**src/rtl/trap_arbiter.sv**
```systemverilog
module trap_arbiter #(
  parameter int XLEN   = 32,
  parameter int CODE_W = 4
) (
  input  logic                     clk,
  input  logic                     rst_n,
  input  logic [1:0]               cur_priv,
  input  logic                     m_ie,
  input  logic                     s_ie,
  input  logic                     dbg_halt,
  input  logic [(1<<CODE_W)-1:0]   irq_pend,
  input  logic [(1<<CODE_W)-1:0]   irq_deleg,
  input  logic [(1<<CODE_W)-1:0]   exc_deleg,
  input  logic                     exc_valid,
  input  logic [CODE_W-1:0]        exc_code,
  input  logic [XLEN-1:0]          epc_in,
  input  logic [XLEN-1:0]          m_tvec,
  input  logic [XLEN-1:0]          s_tvec,
  output logic                     trap_take,
  output logic [1:0]               trap_priv,
  output logic [XLEN-1:0]          trap_cause,
  output logic [XLEN-1:0]          trap_pc,
  output logic                     nxt_m_ie,
  output logic                     nxt_s_ie,
  output logic [XLEN-1:0]          m_cause_q,
  output logic [XLEN-1:0]          m_epc_q,
  output logic                     m_pie_q,
  output logic [1:0]               m_pp_q,
  output logic [XLEN-1:0]          s_cause_q,
  output logic [XLEN-1:0]          s_epc_q,
  output logic                     s_pie_q,
  output logic                     s_pp_q
);
  localparam int N = 1 << CODE_W;
  localparam logic [N-1:0] ONE     = N'(1);
  localparam logic [N-1:0] CLS_EXT = (ONE << 9) | (ONE << 11);
  localparam logic [N-1:0] CLS_SW  = (ONE << 1) | (ONE << 3);
  localparam logic [N-1:0] CLS_TM  = (ONE << 5) | (ONE << 7);
  localparam logic [N-1:0] CLS_HI  = ~N'(0) << 12;
  localparam logic [N-1:0] LEGAL   = CLS_HI | CLS_EXT | CLS_SW | CLS_TM;

  function automatic logic [CODE_W-1:0] low_idx(input logic [N-1:0] v);
    low_idx = '0;
    for (int i = N - 1; i >= 0; i--)
      if (v[i]) low_idx = CODE_W'(i);
  endfunction

  logic [N-1:0]      pend_ok, en_m, en_s, en_sel, grp;
  logic              m_lvl_ok, s_lvl_ok, irq_hit, is_int, dbit, to_s;
  logic [CODE_W-1:0] code;
  logic [XLEN-1:0]   m_base, s_base, vec_off;

  assign pend_ok  = irq_pend & LEGAL;
  assign m_lvl_ok = (cur_priv != 2'd3) || m_ie;
  assign s_lvl_ok = (cur_priv == 2'd0) || ((cur_priv == 2'd1) && s_ie);
  assign en_m     = pend_ok & ~irq_deleg & {N{m_lvl_ok}};
  assign en_s     = pend_ok &  irq_deleg & {N{s_lvl_ok}};
  assign en_sel   = dbg_halt ? '0 : ((|en_m) ? en_m : en_s);

  always_comb begin
    if      (|(en_sel & CLS_HI))  grp = en_sel & CLS_HI;
    else if (|(en_sel & CLS_EXT)) grp = en_sel & CLS_EXT;
    else if (|(en_sel & CLS_SW))  grp = en_sel & CLS_SW;
    else                          grp = en_sel & CLS_TM;
  end

  assign irq_hit   = |grp;
  assign is_int    = !exc_valid && irq_hit;
  assign trap_take = exc_valid || irq_hit;
  assign code      = exc_valid ? exc_code : low_idx(grp);
  assign dbit      = exc_valid ? exc_deleg[code] : irq_deleg[code];
  assign to_s      = trap_take && (cur_priv <= 2'd1) && dbit;

  assign trap_cause = {is_int, {(XLEN-1-CODE_W){1'b0}}, code};
  assign m_base     = {m_tvec[XLEN-1:2], 2'b00};
  assign s_base     = {s_tvec[XLEN-1:2], 2'b00};
  assign vec_off    = {{(XLEN-CODE_W-2){1'b0}}, code, 2'b00};
  assign trap_pc    = to_s ? s_base : (m_base + ((m_tvec[0] && is_int) ? vec_off : '0));
  assign trap_priv  = !trap_take ? cur_priv : (to_s ? 2'd1 : 2'd3);
  assign nxt_m_ie   = (trap_take && !to_s) ? 1'b0 : m_ie;
  assign nxt_s_ie   = to_s ? 1'b0 : s_ie;

  always_ff @(posedge clk or negedge rst_n) begin
    if (!rst_n) begin
      m_cause_q <= '0;
      m_epc_q   <= '0;
      m_pie_q   <= 1'b0;
      m_pp_q    <= 2'd0;
      s_cause_q <= '0;
      s_epc_q   <= '0;
      s_pie_q   <= 1'b0;
      s_pp_q    <= 1'b0;
    end else if (trap_take) begin
      if (to_s) begin
        s_cause_q <= trap_cause;
        s_epc_q   <= epc_in;
        s_pie_q   <= s_ie;
        s_pp_q    <= cur_priv[0];
      end else begin
        m_cause_q <= trap_cause;
        m_epc_q   <= epc_in;
        m_pie_q   <= m_ie;
        m_pp_q    <= cur_priv;
      end
    end
  end
endmodule

```
**config.mk**
```make
export PLATFORM = sky130hd
export DESIGN_NAME = trap_arbiter
export DESIGN_NICKNAME = d
export VERILOG_FILES = /design/src/rtl/trap_arbiter.sv
export SDC_FILE = /design/constraint.sdc
export NUM_CORES = 1
export LEC_CHECK = 0
export ABC_AREA = 1
export BUFFER_PORTS_ARGS = -buffer_cell sky130_fd_sc_hd__buf_2
export CORE_AREA = 5 5 136 138
export DETAILED_ROUTE_END_ITERATION = 8
export DIE_AREA = 0 0 141 143
export PLACE_DENSITY_LB_ADDON = 0.25
export SYNTH_ARGS = -nofsm -noshare
export SYNTH_HDL_FRONTEND = slang
export SYNTH_SLANG_ARGS = --single-unit
```
**constraint.sdc**
```tcl
create_clock -name clk -period 7.1 [get_ports clk]
set_input_delay 0.71 -clock clk [delete_from_list [all_inputs] [get_ports clk]]
set_output_delay 0.71 -clock clk [all_outputs]
set_load 0.1 [all_outputs]
```
**Yosys cells after proc, flatten, opt, wreduce, memory -nomap -nowiden**

Index checks and enable logic that the tools add are counted.

- Register bits: 79
- Word-level logic and storage cells: 71
- Output and inout port bits: 202

- Reductions and logical operators: 19
- Multiplexer cells: 33
- Bitwise operators: 6
- Order comparisons: 2
- Eq/ne operators: 2
- Add/sub/neg operators: 1

Operators by type and width:

| kind | number |
|---|---|
| 2-to-1 mux 4 bit | 17 |
| AND 16 bit | 4 |
| 2-to-1 mux 16 bit | 4 |
| adder 32 x 6 -> 32 bit | 1 |
| 2-to-1 mux 32 bit | 1 |
| OR reduction 16 bit | 2 |
| NOT 16 bit | 1 |
| binary-select mux 1 bit (select 4 bit) | 2 |
| 2-to-1 mux 8 bit | 1 |
| logical AND 1 bit | 6 |
| 2-to-1 mux 6 bit | 1 |
| less-than comparator 4 x 5 -> 1 bit (second input constant) | 1 |
| 2-to-1 mux 1 bit | 5 |
| 2-to-1 mux 2 bit | 2 |
| AND reduction 2 bit | 2 |
| OR reduction 2 bit | 2 |
| OR reduction 4 bit | 1 |
| logical OR 1 bit | 3 |
| == test 2 x 1 -> 1 bit (second input constant) | 1 |
| <= comparator 2 x 1 -> 1 bit (second input constant) | 1 |
| logical NOT 1 bit | 2 |
| logical NOT 2 bit | 1 |
| != test 2 bit (second input constant) | 1 |
| NOT 1 bit | 1 |

**Longest topological paths before layout**

- Word-level depth: 34
- Depth in mapped cells: 39

**Least setup slack after synthesis**

Ideal clock, no wire load.

- Path type: input to output
- From: input port m_ie
- To: output port trap_pc[29]
- Stages on the path: 35
- Slack: 0.656 ns
- Data arrival time: 5.734 ns
- Cell sequence: inv_1 nand3_4 nand2_1 nand3_1 nor2_4 nand2_4 o21ai_0 nand2_1 nand2_1 inv_1 nand2_1 nor2_1 nor2_1 nand2_1 nand3_2 nor2_1 ha_1 nand3_1 nand2_1 nand2_1 a21oi_1 nand3_1 nor2_1 nand3_1 nor2_1 nand3_1 nor3_1 nand2_1 nor2_1 nand4_1 nor3_1 a21oi_1 nor2_1 nand2_1 o21ai_1

- Cells in the longest elaborated chain, start to end: 29
- Elaborated cells on any way between the ends: 42
- Classes of those cells: add/sub: 1; mux: 29; bitwise: 1; reduce/logical: 11

RTL lines:

| element | line | RTL |
|---|---|---|
| from (decl) | 8 | `input logic m_ie,` |
| logical OR 1 bit (*) | 54 | `assign m_lvl_ok = (cur_priv != 2'd3) \|\| m_ie;` |
| AND 16 bit (*) | 56 | `assign en_m = pend_ok & ~irq_deleg & {N{m_lvl_ok}};` |
| OR reduction 16 bit | 58 | `assign en_sel = dbg_halt ? '0 : ((\|en_m) ? en_m : en_s);` |
| 2-to-1 mux 16 bit (*) (2 in series) | 58 |  |
| OR reduction 4 bit | 61 | `if (\|(en_sel & CLS_HI)) grp = en_sel & CLS_HI;` |
| 2-to-1 mux 16 bit (*) | 61 |  |
| branches (longest 21 deep; another with 2-to-1 mux 4 bit) | - |  |
| 2-to-1 mux 32 bit (*) | 78 | `assign trap_pc = to_s ? s_base : (m_base + ((m_tvec[0] && is_int) ? vec_off : '0));` |
| to (decl) | 22 | `output logic [XLEN-1:0] trap_pc,` |

Every way passes the cells marked *. The select of a mux whose other input is x is not followed.

**Worst setup path after layout**

- From: input port m_ie
- To: output port trap_pc[31]

The elaborated chain is that of the path after synthesis.

==> flow_summary.json <==
{
  "wire_per_inst_um": 13.7,
  "grt-ovfl-total": 0,
  "ys_types": 43,
  "synth_area_mm2": 0.00596,
  "internal-power_mw": 1.15,
  "holdWs_ps": 464,
  "clock_latency_ps": 330,
  "p_clk_share_pct": 12.8,
  "fin_area_mm2": 0.00757,
  "grt_pass1_vias": 5547,
  "tritoncts": "done",
  "area_delta_synth_final_pct": 27.0,
  "ys_seq_area_share_pct": 33.2,
  "final_antenna_net_count": 0,
  "routed_wirelength_um": 18300,
  "grt_first_pass_wirelength_um": 27900,
  "dpl.hpwl_um": 14200,
  "fp.dieArea_mm2": 0.0202,
  "die_y_um": 143,
  "worst_pin_slew_ps": 1020,
  "final_common_cell": "buf_2",
  "num_vias": 5915,
  "power_leakage_nw": 4.48,
  "cts_made_buffers": 9,
  "fin_cells": 1334,
  "clockBufferDepth": 2,
  "finalHoldViolCount": 0,
  "max-slew-margin-rel_pct": 32.0,
  "hold_class": "flip-flop to flip-flop",
  "firstDrtPassIters": 4,
  "switchingPower_mw": 2.19,
  "worst_ir_drop_vdd_mv": 0.260,
  "finalCritPeriodShare_pct": 94.4,
  "drt_iter0_drc": 267,
  "antenna_found_initial": 0,
  "slowest_stage": "ha_1",
  "grt_start_max_net_pins": 80,
  "diodes": 0,
  "syn_inst": 838,
  "tns_ps": 0,
  "clk_pin_slew_ps": 60,
  "synth-seq-cells": 79,
  "status": "completed",
  "worst_setup_path_end_kind": "primary output",
  "final_max_slew_viol_count": 0,
  "holdBufCountCts": 0,
  "pwr-share-comb_pct": 67.4,
  "crit_path_max_fanout": 10,
  "min_path_cells": 2,
  "io_buffers": 265,
  "post-route-min-period_ps": 6700,
  "gp_congestion": 0.890,
  "core-area_mm2": 0.0171,
  "setup_viol": 0,
  "critPathRequiredTime_ps": 6390,
  "drc": 0,
  "crit_arrival_ps": 5990,
  "syn_area_per_cell_um2": 7.11,
  "worstRegToRegCells": 2,
  "maxCapViolations": 0,
  "yosys_warnings": 0,
  "switching_share_pct": 65.6,
  "cp-start-kind": "primary input",
  "die_w_um": 141,
  "cts_num_sinks": 79,
  "fin_skew_ps": 0,
  "fillCellCount": 1825,
  "setup_ws_ps": 396,
  "start_util_pct": 35.0,
  "dp_cells": 1306,
  "drive_gt1_share_pct": 32.8,
  "pre_cts_ws_ps": 112,
  "fmax_ghz": 0.149,
  "placed_area_mm2": 0.00713,
  "cts-root-buf": "clkbuf_16",
  "io_pins": 358,
  "p_seq_share_pct": 19.9,
  "cts-htree-levels": 3,
  "cp_common_cell": "nand2_1",
  "final_cell_mix": "buf_2, nand2_1, nand3_1",
  "p_per_area_mw_per_mm2": 441,
  "rows": 48,
  "cpPeakStageDelay_ps": 340,
  "grt_usage_pct": 17.1,
  "path_class": "primary input to primary output",
  "fin_nets": 1265,
  "routed_via_density": 4.43
}
[layer usage]
layer	track usage [%]	up-vias	share of wire [%]
li1	-	3004	-
met1	21.5	2657	42
met2	29.0	233	48
met3	4.55	21	8.3
met4	4.74	0	1.8
met5	0	-	0
[sequential cells by signal (all words and copies together), names as in the netlist]
signal     flops
s_epc_q       32
s_cause_q      5
m_cause_q      5
m_pie_q        1
m_pp_q         2
s_pp_q         1
m_epc_q       32
s_pie_q        1
[power groups by stage]
stage                     Combinational, mW  Clock, mW  Sequential, mW
after floorplan                       0.883          0            1.71
after global placement                 2.24          0           0.667
after detailed placement               2.25          0           0.670
after CTS                              2.25      0.443           0.665
after global routing                   2.35      0.463           0.685
final                                  2.25      0.426           0.663
[stage by stage]
stage / util [%] / total power, mW
2_1_floorplan: - / 2.60
3_3_place_gp: 41.8 / 2.91
3_5_place_dp: 41.8 / 2.92
4_1_cts: 43.4 / 3.36
5_1_grt: 44.4 / 3.50
6_report: 44.4 / 3.34
[timing repair]
action	in CTS	in global routing
setup buffers	0	12
endpoints found under the hold margin	0	0
setup endpoints to repair	0	7
resized for setup	0	19
[cells by family after synthesis]
logic type | share of synthesized area (%)
AND/OR/NAND/NOR | 30.7
buffers and inverters | 21.9
AO/OA/AOI/OAI | 9.76
flip-flops | 33.2
XOR/XNOR | 3.23
adder cells (fa/ha/maj) | 1.18
other | 0.0629
[final cells by class]
class,count,area (um2),share of cell area [%]
clock inverter,5,33.8,0.446
timing repair buffer,288,1560,20.6
tap,225,282,3.72
inverter,113,424,5.60
clock buffer,11,243,3.21
multi-input combinational,613,3060,40.4
sequential,79,1980,26.1
[critical path: cells and delay by family]
family,cells,cell delay (ps)
adder cells (fa/ha/maj),1,340
AO/OA/AOI/OAI,2,450
buffers and inverters,5,670
AND/OR/NAND/NOR,30,3820
[path summary, 6_finish.rpt]
check,start,to,slack (ps)
setup / recovery,m_ie,trap_pc[31],400
hold / removal,m_epc_q[11],m_epc_q[11],460
setup reg to reg,s_epc_q[19],s_epc_q[19],6430
hold reg to reg,m_epc_q[11],m_epc_q[11],460
max in group asynchronous,rst_n,s_epc_q[22],5890
min in group asynchronous,rst_n,m_epc_q[11],550
[cells in the mapped netlist (all sizes together)]
cell type,n,area (um2)
clkbuf,7,28.8
xnor2,6,52.6
dfrtp,79,1980
buf,108,851
nand2,237,912
a21boi,1,7.51
and3b,1,8.76
nand3b,1,7.51
nor3,6,30.0
conb,1,3.75
fa,1,20.0
o21ai,75,488
and2,1,6.26
clkinv,2,7.51
a21oi,9,60.1
nand3,123,646
inv,111,417
nand4,6,37.5
nor2,34,145
nor3b,2,15.0
xor2,16,140
o31ai,1,12.5
nor4,2,12.5
ha,4,50.1
a31oi,1,6.26
a22oi,1,7.51
or2,2,12.5
No activity file was read; power rests on OpenSTA's default activity.
